File: src/rtl/scale_pkg.sv
package scale_pkg;
  typedef enum logic [1:0] {
    ACT_NONE    = 2'd0,
    ACT_BACKOFF = 2'd1,
    ACT_UPDATE  = 2'd2
  } iter_act_e;
endpackage

File: src/rtl/scale_divider.sv
module scale_divider #(
  parameter int NUM_W = 32,
  parameter int DEN_W = 17
) (
  input  logic             clk,
  input  logic             rst_n,
  input  logic             clr,
  input  logic             start,
  input  logic [NUM_W-1:0] num,
  input  logic [DEN_W-1:0] den,
  output logic             busy,
  output logic             done,
  output logic [NUM_W-1:0] quo
);
  localparam int CW = $clog2(NUM_W + 1);

  logic [DEN_W-1:0] rem_q, den_q;
  logic [NUM_W-1:0] num_q;
  logic [CW-1:0]    cnt_q;
  logic [DEN_W:0]   rem_sh;
  logic             take;

  assign rem_sh = {rem_q, quo[NUM_W-1]};
  assign take   = rem_sh >= {1'b0, den_q};

  always_ff @(posedge clk or negedge rst_n) begin
    if (!rst_n) begin
      busy <= 1'b0; done <= 1'b0; quo <= '0; rem_q <= '0;
      den_q <= '0; num_q <= '0; cnt_q <= '0;
    end else if (clr) begin
      busy <= 1'b0; done <= 1'b0; cnt_q <= '0;
    end else begin
      done <= 1'b0;
      if (start && !busy) begin
        busy  <= 1'b1;
        cnt_q <= CW'(NUM_W);
        rem_q <= '0;
        quo   <= num;
        num_q <= num;
        den_q <= den;
      end else if (busy) begin
        quo   <= {quo[NUM_W-2:0], take};
        rem_q <= take ? DEN_W'(rem_sh - {1'b0, den_q}) : rem_sh[DEN_W-1:0];
        cnt_q <= cnt_q - 1'b1;
        if (cnt_q == CW'(1)) begin
          busy <= 1'b0;
          done <= 1'b1;
        end
      end
    end
  end

  // the result at completion is an exact floor division
  p_quotient_exact_r4: assert property (@(posedge clk) disable iff (!rst_n)
    done |-> ((64'(quo) * 64'(den_q) + 64'(rem_q) == 64'(num_q)) && (rem_q < den_q)));

  // completion is a single-cycle event
  p_done_pulse_r8: assert property (@(posedge clk) disable iff (!rst_n)
    done |=> !done);
endmodule

File: src/rtl/scale_history.sv
module scale_history #(
  parameter int W     = 32,
  parameter int LOG2  = 5,
  parameter logic [W-1:0] INIT = '0
) (
  input  logic         clk,
  input  logic         rst_n,
  input  logic         clr,
  input  logic         push,
  input  logic [W-1:0] din,
  output logic [W-1:0] mean
);
  localparam int DEPTH = 1 << LOG2;
  localparam int SW    = W + LOG2;
  localparam logic [SW-1:0] SUM_INIT = SW'(INIT) << LOG2;

  logic [W-1:0]  hist [DEPTH];
  logic [SW-1:0] sum_q;

  for (genvar k = 0; k < DEPTH; k++) begin : g_entry
    always_ff @(posedge clk or negedge rst_n) begin
      if (!rst_n)    hist[k] <= INIT;
      else if (clr)  hist[k] <= INIT;
      else if (push) hist[k] <= (k == 0) ? din : hist[(k == 0) ? 0 : k-1];
    end
  end

  always_ff @(posedge clk or negedge rst_n) begin
    if (!rst_n)    sum_q <= SUM_INIT;
    else if (clr)  sum_q <= SUM_INIT;
    else if (push) sum_q <= sum_q + SW'(din) - SW'(hist[DEPTH-1]);
  end

  assign mean = W'(sum_q >> LOG2);

  // the mean moves only on a push or a clear
  p_mean_hold_r5: assert property (@(posedge clk) disable iff (!rst_n)
    (!push && !clr) |=> $stable(mean));
endmodule

File: src/rtl/scale_tracker.sv
module scale_tracker
  import scale_pkg::*;
#(
  parameter int SCALE_W    = 32,
  parameter int SCALE_FRAC = 8,
  parameter int AMAX_W     = 16,
  parameter int AMAX_FRAC  = 8,
  parameter int FMAX       = 240,
  parameter int HIST_LOG2  = 5,
  parameter int PERIOD     = 4,
  parameter int CNT_W      = 16,
  parameter int INIT_EXP   = 16
) (
  input  logic               clk,
  input  logic               rst_n,
  input  logic               clr,
  input  logic               iter_valid,
  output logic               iter_ready,
  input  logic [AMAX_W-1:0]  amax,
  input  logic               ovf_in,
  output logic [SCALE_W-1:0] scale_out,
  output logic               scale_valid,
  output logic [SCALE_W-1:0] cur_scale,
  output logic [CNT_W-1:0]   iter_cnt,
  output logic [CNT_W-1:0]   ovf_cnt
);
  localparam int DEN_W = AMAX_W + 1;
  localparam int PH_W  = (PERIOD > 1) ? $clog2(PERIOD) : 1;
  localparam logic [SCALE_W-1:0] INIT_SCALE = SCALE_W'(1) << (INIT_EXP + SCALE_FRAC);
  localparam logic [SCALE_W-1:0] NUMERATOR  = SCALE_W'(FMAX) << (AMAX_FRAC + SCALE_FRAC);

  function automatic logic [SCALE_W-1:0] backoff(input logic [SCALE_W-1:0] s);
    return s - (s >> 7) - (s >> 9);
  endfunction

  logic [PH_W-1:0]    phase_q;
  logic               accept, div_start, div_busy, div_done, push, busy;
  logic [SCALE_W-1:0] div_quo;
  iter_act_e          act;

  assign busy        = div_busy | div_done;
  assign iter_ready  = !busy;
  assign scale_valid = !busy;
  assign accept      = iter_valid && iter_ready && !clr;

  always_comb begin
    if (ovf_in)                      act = ACT_BACKOFF;
    else if (phase_q == PH_W'(0))    act = ACT_UPDATE;
    else                             act = ACT_NONE;
  end

  assign div_start = accept && (act == ACT_UPDATE);
  assign push      = div_done && !clr;

  always_ff @(posedge clk or negedge rst_n) begin
    if (!rst_n) begin
      cur_scale <= INIT_SCALE; phase_q <= '0; iter_cnt <= '0; ovf_cnt <= '0;
    end else if (clr) begin
      cur_scale <= INIT_SCALE; phase_q <= '0; iter_cnt <= '0; ovf_cnt <= '0;
    end else begin
      if (accept) begin
        iter_cnt <= iter_cnt + 1'b1;
        phase_q  <= (phase_q == PH_W'(PERIOD - 1)) ? '0 : phase_q + 1'b1;
        if (act == ACT_BACKOFF) begin
          ovf_cnt   <= ovf_cnt + 1'b1;
          cur_scale <= backoff(cur_scale);
        end
      end
      if (div_done) cur_scale <= div_quo;
    end
  end

  scale_divider #(.NUM_W(SCALE_W), .DEN_W(DEN_W)) u_div (
    .clk(clk), .rst_n(rst_n), .clr(clr), .start(div_start),
    .num(NUMERATOR), .den(DEN_W'(amax) + DEN_W'(1)),
    .busy(div_busy), .done(div_done), .quo(div_quo)
  );

  scale_history #(.W(SCALE_W), .LOG2(HIST_LOG2), .INIT(INIT_SCALE)) u_hist (
    .clk(clk), .rst_n(rst_n), .clr(clr), .push(push),
    .din(div_quo), .mean(scale_out)
  );

  // an overflow iteration advances the overflow counter by one
  p_ovf_count_r6: assert property (@(posedge clk) disable iff (!rst_n || clr)
    (accept && ovf_in) |=> (ovf_cnt == $past(ovf_cnt) + 1'b1));

  // backoff strictly lowers any scale large enough to be affected
  p_backoff_drop_r7: assert property (@(posedge clk) disable iff (!rst_n || clr)
    (accept && ovf_in && cur_scale >= SCALE_W'(128)) |=> (cur_scale < $past(cur_scale)));

  // starting a divide closes the input until it completes
  p_busy_after_start_r8: assert property (@(posedge clk) disable iff (!rst_n || clr)
    div_start |=> !iter_ready);

  // iteration counter advances exactly on acceptance
  p_iter_step_r9: assert property (@(posedge clk) disable iff (!rst_n || clr)
    accept |=> (iter_cnt == $past(iter_cnt) + 1'b1));

  // an overflow iteration never starts a divide
  p_no_div_on_ovf_r6: assert property (@(posedge clk) disable iff (!rst_n || clr)
    (accept && ovf_in) |=> !div_busy);
endmodule

File: config.mk
export PLATFORM = sky130hd
export DESIGN_NAME = scale_tracker
export DESIGN_NICKNAME = d
export VERILOG_FILES = /design/src/rtl/scale_pkg.sv /design/src/rtl/scale_divider.sv /design/src/rtl/scale_history.sv /design/src/rtl/scale_tracker.sv
export SDC_FILE = /design/constraint.sdc
export NUM_CORES = 2
export LEC_CHECK = 0
export BUFFER_PORTS_ARGS = -buffer_cell sky130_fd_sc_hd__buf_2
export CAP_MARGIN = 30
export CORE_MARGIN = 2
export CORE_UTILIZATION = 52
export CTS_CLUSTER_DIAMETER = 100
export DETAILED_ROUTE_END_ITERATION = 8
export GPL_ROUTABILITY_DRIVEN = 1
export PLACE_DENSITY = 0.73
export SLEW_MARGIN = 20
export SYNTH_ARGS = -nofsm -noshare
export SYNTH_HDL_FRONTEND = slang
export SYNTH_SLANG_ARGS = --single-unit
File: constraint.sdc
create_clock -name clk -period 4.2 [get_ports clk]
set_clock_uncertainty 0.2 [all_clocks]
set_input_delay 0.63 -clock clk [delete_from_list [all_inputs] [get_ports clk]]
set_output_delay 0.63 -clock clk [all_outputs]
set_load 0.05 [all_outputs]
==> results.json <==
{
  "synth_compound_gate_area_share": 0.0574,
  "timing.reg2reg.worst_path_depth": 11,
  "number_of_distinct_library_cell_variants_in_the_gate_level_netlist_after_synthesis": 86,
  "synth.ff_latch_count": 1201,
  "worst_ep_required_time_ns": 4.61,
  "cts.clk_slew.worst_paths_ns": 0.07,
  "maxSlewViolCount": 0,
  "antenna_found_initial": 0,
  "cp-start-kind": "flop",
  "first_iter_violations": 2949,
  "max-clock-path-buffers": 3,
  "gp_routability_congestion": 0.938,
  "coreArea_sq_um": 105000,
  "place_inst": 6251,
  "unrepaired_setup_endpoints_after_global_routing": "no",
  "tritoncts.num_buffers": 119,
  "ir_drop_mv": 0.397,
  "io_pins": 119,
  "cts.htree.levels": 3,
  "first_global_vias": 34900,
  "synth_cells": 4990,
  "post_synthesis_adder_cell_area_fraction": 0.0407,
  "drt-wirelength-per-cell_um": 17.5,
  "finalCritPeriodShare": 0.909,
  "start_util": 0.523,
  "synth_simple_gate_area_frac": 0.112,
  "fraction_of_final_layout_cells_with_drive_strength_greater_than_1": 0.0929,
  "routed_wl_um": 113000,
  "kind_of_critical_path": "flop to flop",
  "hold_slack_ns": 0.0587,
  "area_leader_netlist": "sky130_fd_sc_hd__dfrtp_1",
  "maxCapViolCount": 0,
  "tritoncts": "built",
  "endpoint": "u_hist.sum_q[24]",
  "critical_path_arrival_ns": 4.23,
  "dominantRegCellSynth": "sky130_fd_sc_hd__dfrtp_1",
  "grt_use_total": 0.210,
  "dpl_worst_slack_ns": 0.419,
  "detailedPlacementHpwl_um": 72400,
  "number_of_failing_setup_endpoints_in_the_final_timing_report": 0,
  "nNetsFinal": 5156,
  "crit_path_max_fanout": 4,
  "first_pass_grt_wire_length_um": 187000,
  "finalWorstPathRequiredPeriod_ns": 3.82,
  "worst_skew_pair.late_latency_ns": 0.71,
  "postCtsSetupBuffers": 0,
  "drt-vias-per-instance": 5.41,
  "drc": 0,
  "synth_top_family_by_area": "multiplexers",
  "final.setup.worst_slack_ns": 0.382,
  "yosysTopAreaCellShare": 0.531,
  "die_x_um": 329,
  "max_slew.worst_pin.slew_ns": 1.13,
  "sinks_on_the_clock_net": 1201,
  "syn_to_final_growth_pct": 11.5,
  "final_hold_viol_count": 0,
  "detailed_route_via_count": 35100,
  "max_clock_freq_ghz": 0.262,
  "global_route.overflow_total": 0,
  "post_synth_edffs": 0,
  "detail_route.first_pass.iterations": 5,
  "timing.max_slew.rel_slack": 0.250,
  "clockRootBuffer": "sky130_fd_sc_hd__clkbuf_16",
  "io_buffers": 118,
  "synth.net_count": 5157,
  "yosys_warnings": 0,
  "critical_path.reg2reg.startpoint": "u_div.quo[1]",
  "cp-startpoint": "u_div.quo[1]",
  "core.rowCount": 119,
  "synth-xor-area-share": 0.0167,
  "synth.mux.area_fraction": 0.185,
  "largest_net_degree_at_the_start_of_global_routing": 238,
  "cp_endpoint_kind": "flop",
  "timing.hold.worst.class": "input pin to flop",
  "design.die.area_sq_um": 108000,
  "synth.avg_cell_area_sq_um": 11.0,
  "list_of_most_frequent_post_synthesis_cells": "sky130_fd_sc_hd__dfrtp_1 (1167), sky130_fd_sc_hd__nor2_1 (1104), sky130_fd_sc_hd__mux2i_1 (1016)",
  "area_of_the_mapped_netlist_sq_um": 55000,
  "setup_total_negative_slack_ns": 0,
  "outcome": "finished, final reports clean",
  "num_antenna_cells": 0,
  "crit-reg2reg-capture": "u_hist.sum_q[24]",
  "synth-seq-area-share": 0.547,
  "synth.most_common_cell": "sky130_fd_sc_hd__dfrtp_1",
  "final_cell_count_no_fill": 6481,
  "synthTopCellsByArea": "sky130_fd_sc_hd__dfrtp_1 (53%), sky130_fd_sc_hd__mux2i_1 (18%), sky130_fd_sc_hd__nor2_1 (7.5%), sky130_fd_sc_hd__ha_1 (2.1%), sky130_fd_sc_hd__fa_1 (2.0%)",
  "chipHeight_um": 329,
  "power.leakage_nw": 26.8,
  "r2r_setup_slack_ns": 0.38,
  "antenna_left": 0,
  "power_density_nw_per_um2": 492,
  "ys_async_sr_fraction": 1.00
}
how the worst min path moves through the flow:
stage / start / end / slack, ns / cells after the start
floorplan: rst_n / cur_scale[0] / 0.13 / 0
global placement: u_div.den_q[4] / u_div.den_q[4] / 0.26 / 2
detailed placement: u_div.den_q[16] / u_div.den_q[16] / 0.27 / 2
CTS: amax[6] / u_div.den_q[6] / 0.005 / 4
global route: amax[6] / u_div.den_q[6] / 0.04 / 4
finish: amax[11] / u_div.den_q[11] / 0.06 / 3
power by group:
| group | switching, W | total [W] | internal (W) |
|---|---|---|---|
| clock network | 0.00459 | 0.0114 | 0.00676 |
| registers | 0.000166 | 0.0119 | 0.0118 |
| logic | 0.00441 | 0.00693 | 0.00251 |
routing by layer:
layer	vias to the layer above	GRT usage	wire length [um]	part of all wire
li1	16800	-	-	-
met4	0	0.0684	3020	0.027
met1	17500	0.305	53900	0.48
met2	569	0.323	51100	0.45
met5	-	0	0	0
met3	167	0.0347	5080	0.045
sequential cells by signal, summed over array words and instances, names as in the netlist:
name,cells
u_div.done,1
u_div.quo,32
cur_scale,32
u_div.den_q,17
u_div.rem_q,17
ovf_cnt,16
phase_q,2
u_div.cnt_q,6
u_hist.sum_q,37
u_hist.hist,1024
iter_cnt,16
u_div.busy,1
kinds of logic (layout without fill, tap and decap cells):
kind of cell / count (synthesis) / in the layout
AND/OR/NAND/NOR: 1495 / 1495
flip-flops: 1201 / 1201
multiplexers: 1018 / 1018
buffers and inverters: 550 / 650
AO/OA/AOI/OAI: 475 / 475
adder cells (fa/ha/maj): 146 / 146
XOR/XNOR: 105 / 105
cell type report:
type | count | area [sq um]
sequential | 1201 | 30100
clock buffer | 176 | 3490
timing repair buffer | 220 | 1750
clock inverter | 46 | 781
fill | 8666 | 43800
inverter | 208 | 781
tap | 1391 | 1740
multi-input combinational | 3239 | 22700
metrics by stage:
| stage | utilization | instance area (sq um) | total power (W) |
|---|---|---|---|
| after floorplan | - | 55000 | 0.0170 |
| after global placement | 0.542 | 56900 | 0.0190 |
| after detailed placement | 0.542 | 56900 | 0.0189 |
| after CTS | 0.583 | 61200 | 0.0304 |
| after global routing | 0.584 | 61300 | 0.0317 |
| final | 0.584 | 61300 | 0.0302 |
critical path: stages (launching register included):
cell,delay (ns)
sky130_fd_sc_hd__dfrtp_1,0.37
sky130_fd_sc_hd__inv_1,0.10
sky130_fd_sc_hd__fa_1,0.54
sky130_fd_sc_hd__fa_1,0.46
sky130_fd_sc_hd__and2b_1,0.28
sky130_fd_sc_hd__o31ai_4,0.10
sky130_fd_sc_hd__a221oi_2,0.45
sky130_fd_sc_hd__o21a_1,0.21
sky130_fd_sc_hd__o21bai_2,0.09
sky130_fd_sc_hd__a2111oi_1,0.52
sky130_fd_sc_hd__o41ai_1,0.15
sky130_fd_sc_hd__a32o_1,0.27
placed cells by master (no fill, tap or decap), drive strengths merged, types with 25 or more instances in the layout:
master,n
inv,208
nand2,136
a21o,48
fa,55
a21oi,111
buf,216
xor2,55
mux2i,1016
and2,34
a211oi,25
xnor2,50
nor2,1105
dfrtp,1167
clkbuf,176
ha,91
o21ai,129
a211o,37
clkinv,25
dfstp,34
nand3,78
nand4,27
timing repair:
action / 4_1_cts / 5_1_grt
resized for setup: 0 / 0
endpoints found under the hold margin: 97 / 0
hold buffers: 4 / 0
Power figures use the tool's default switching activity.
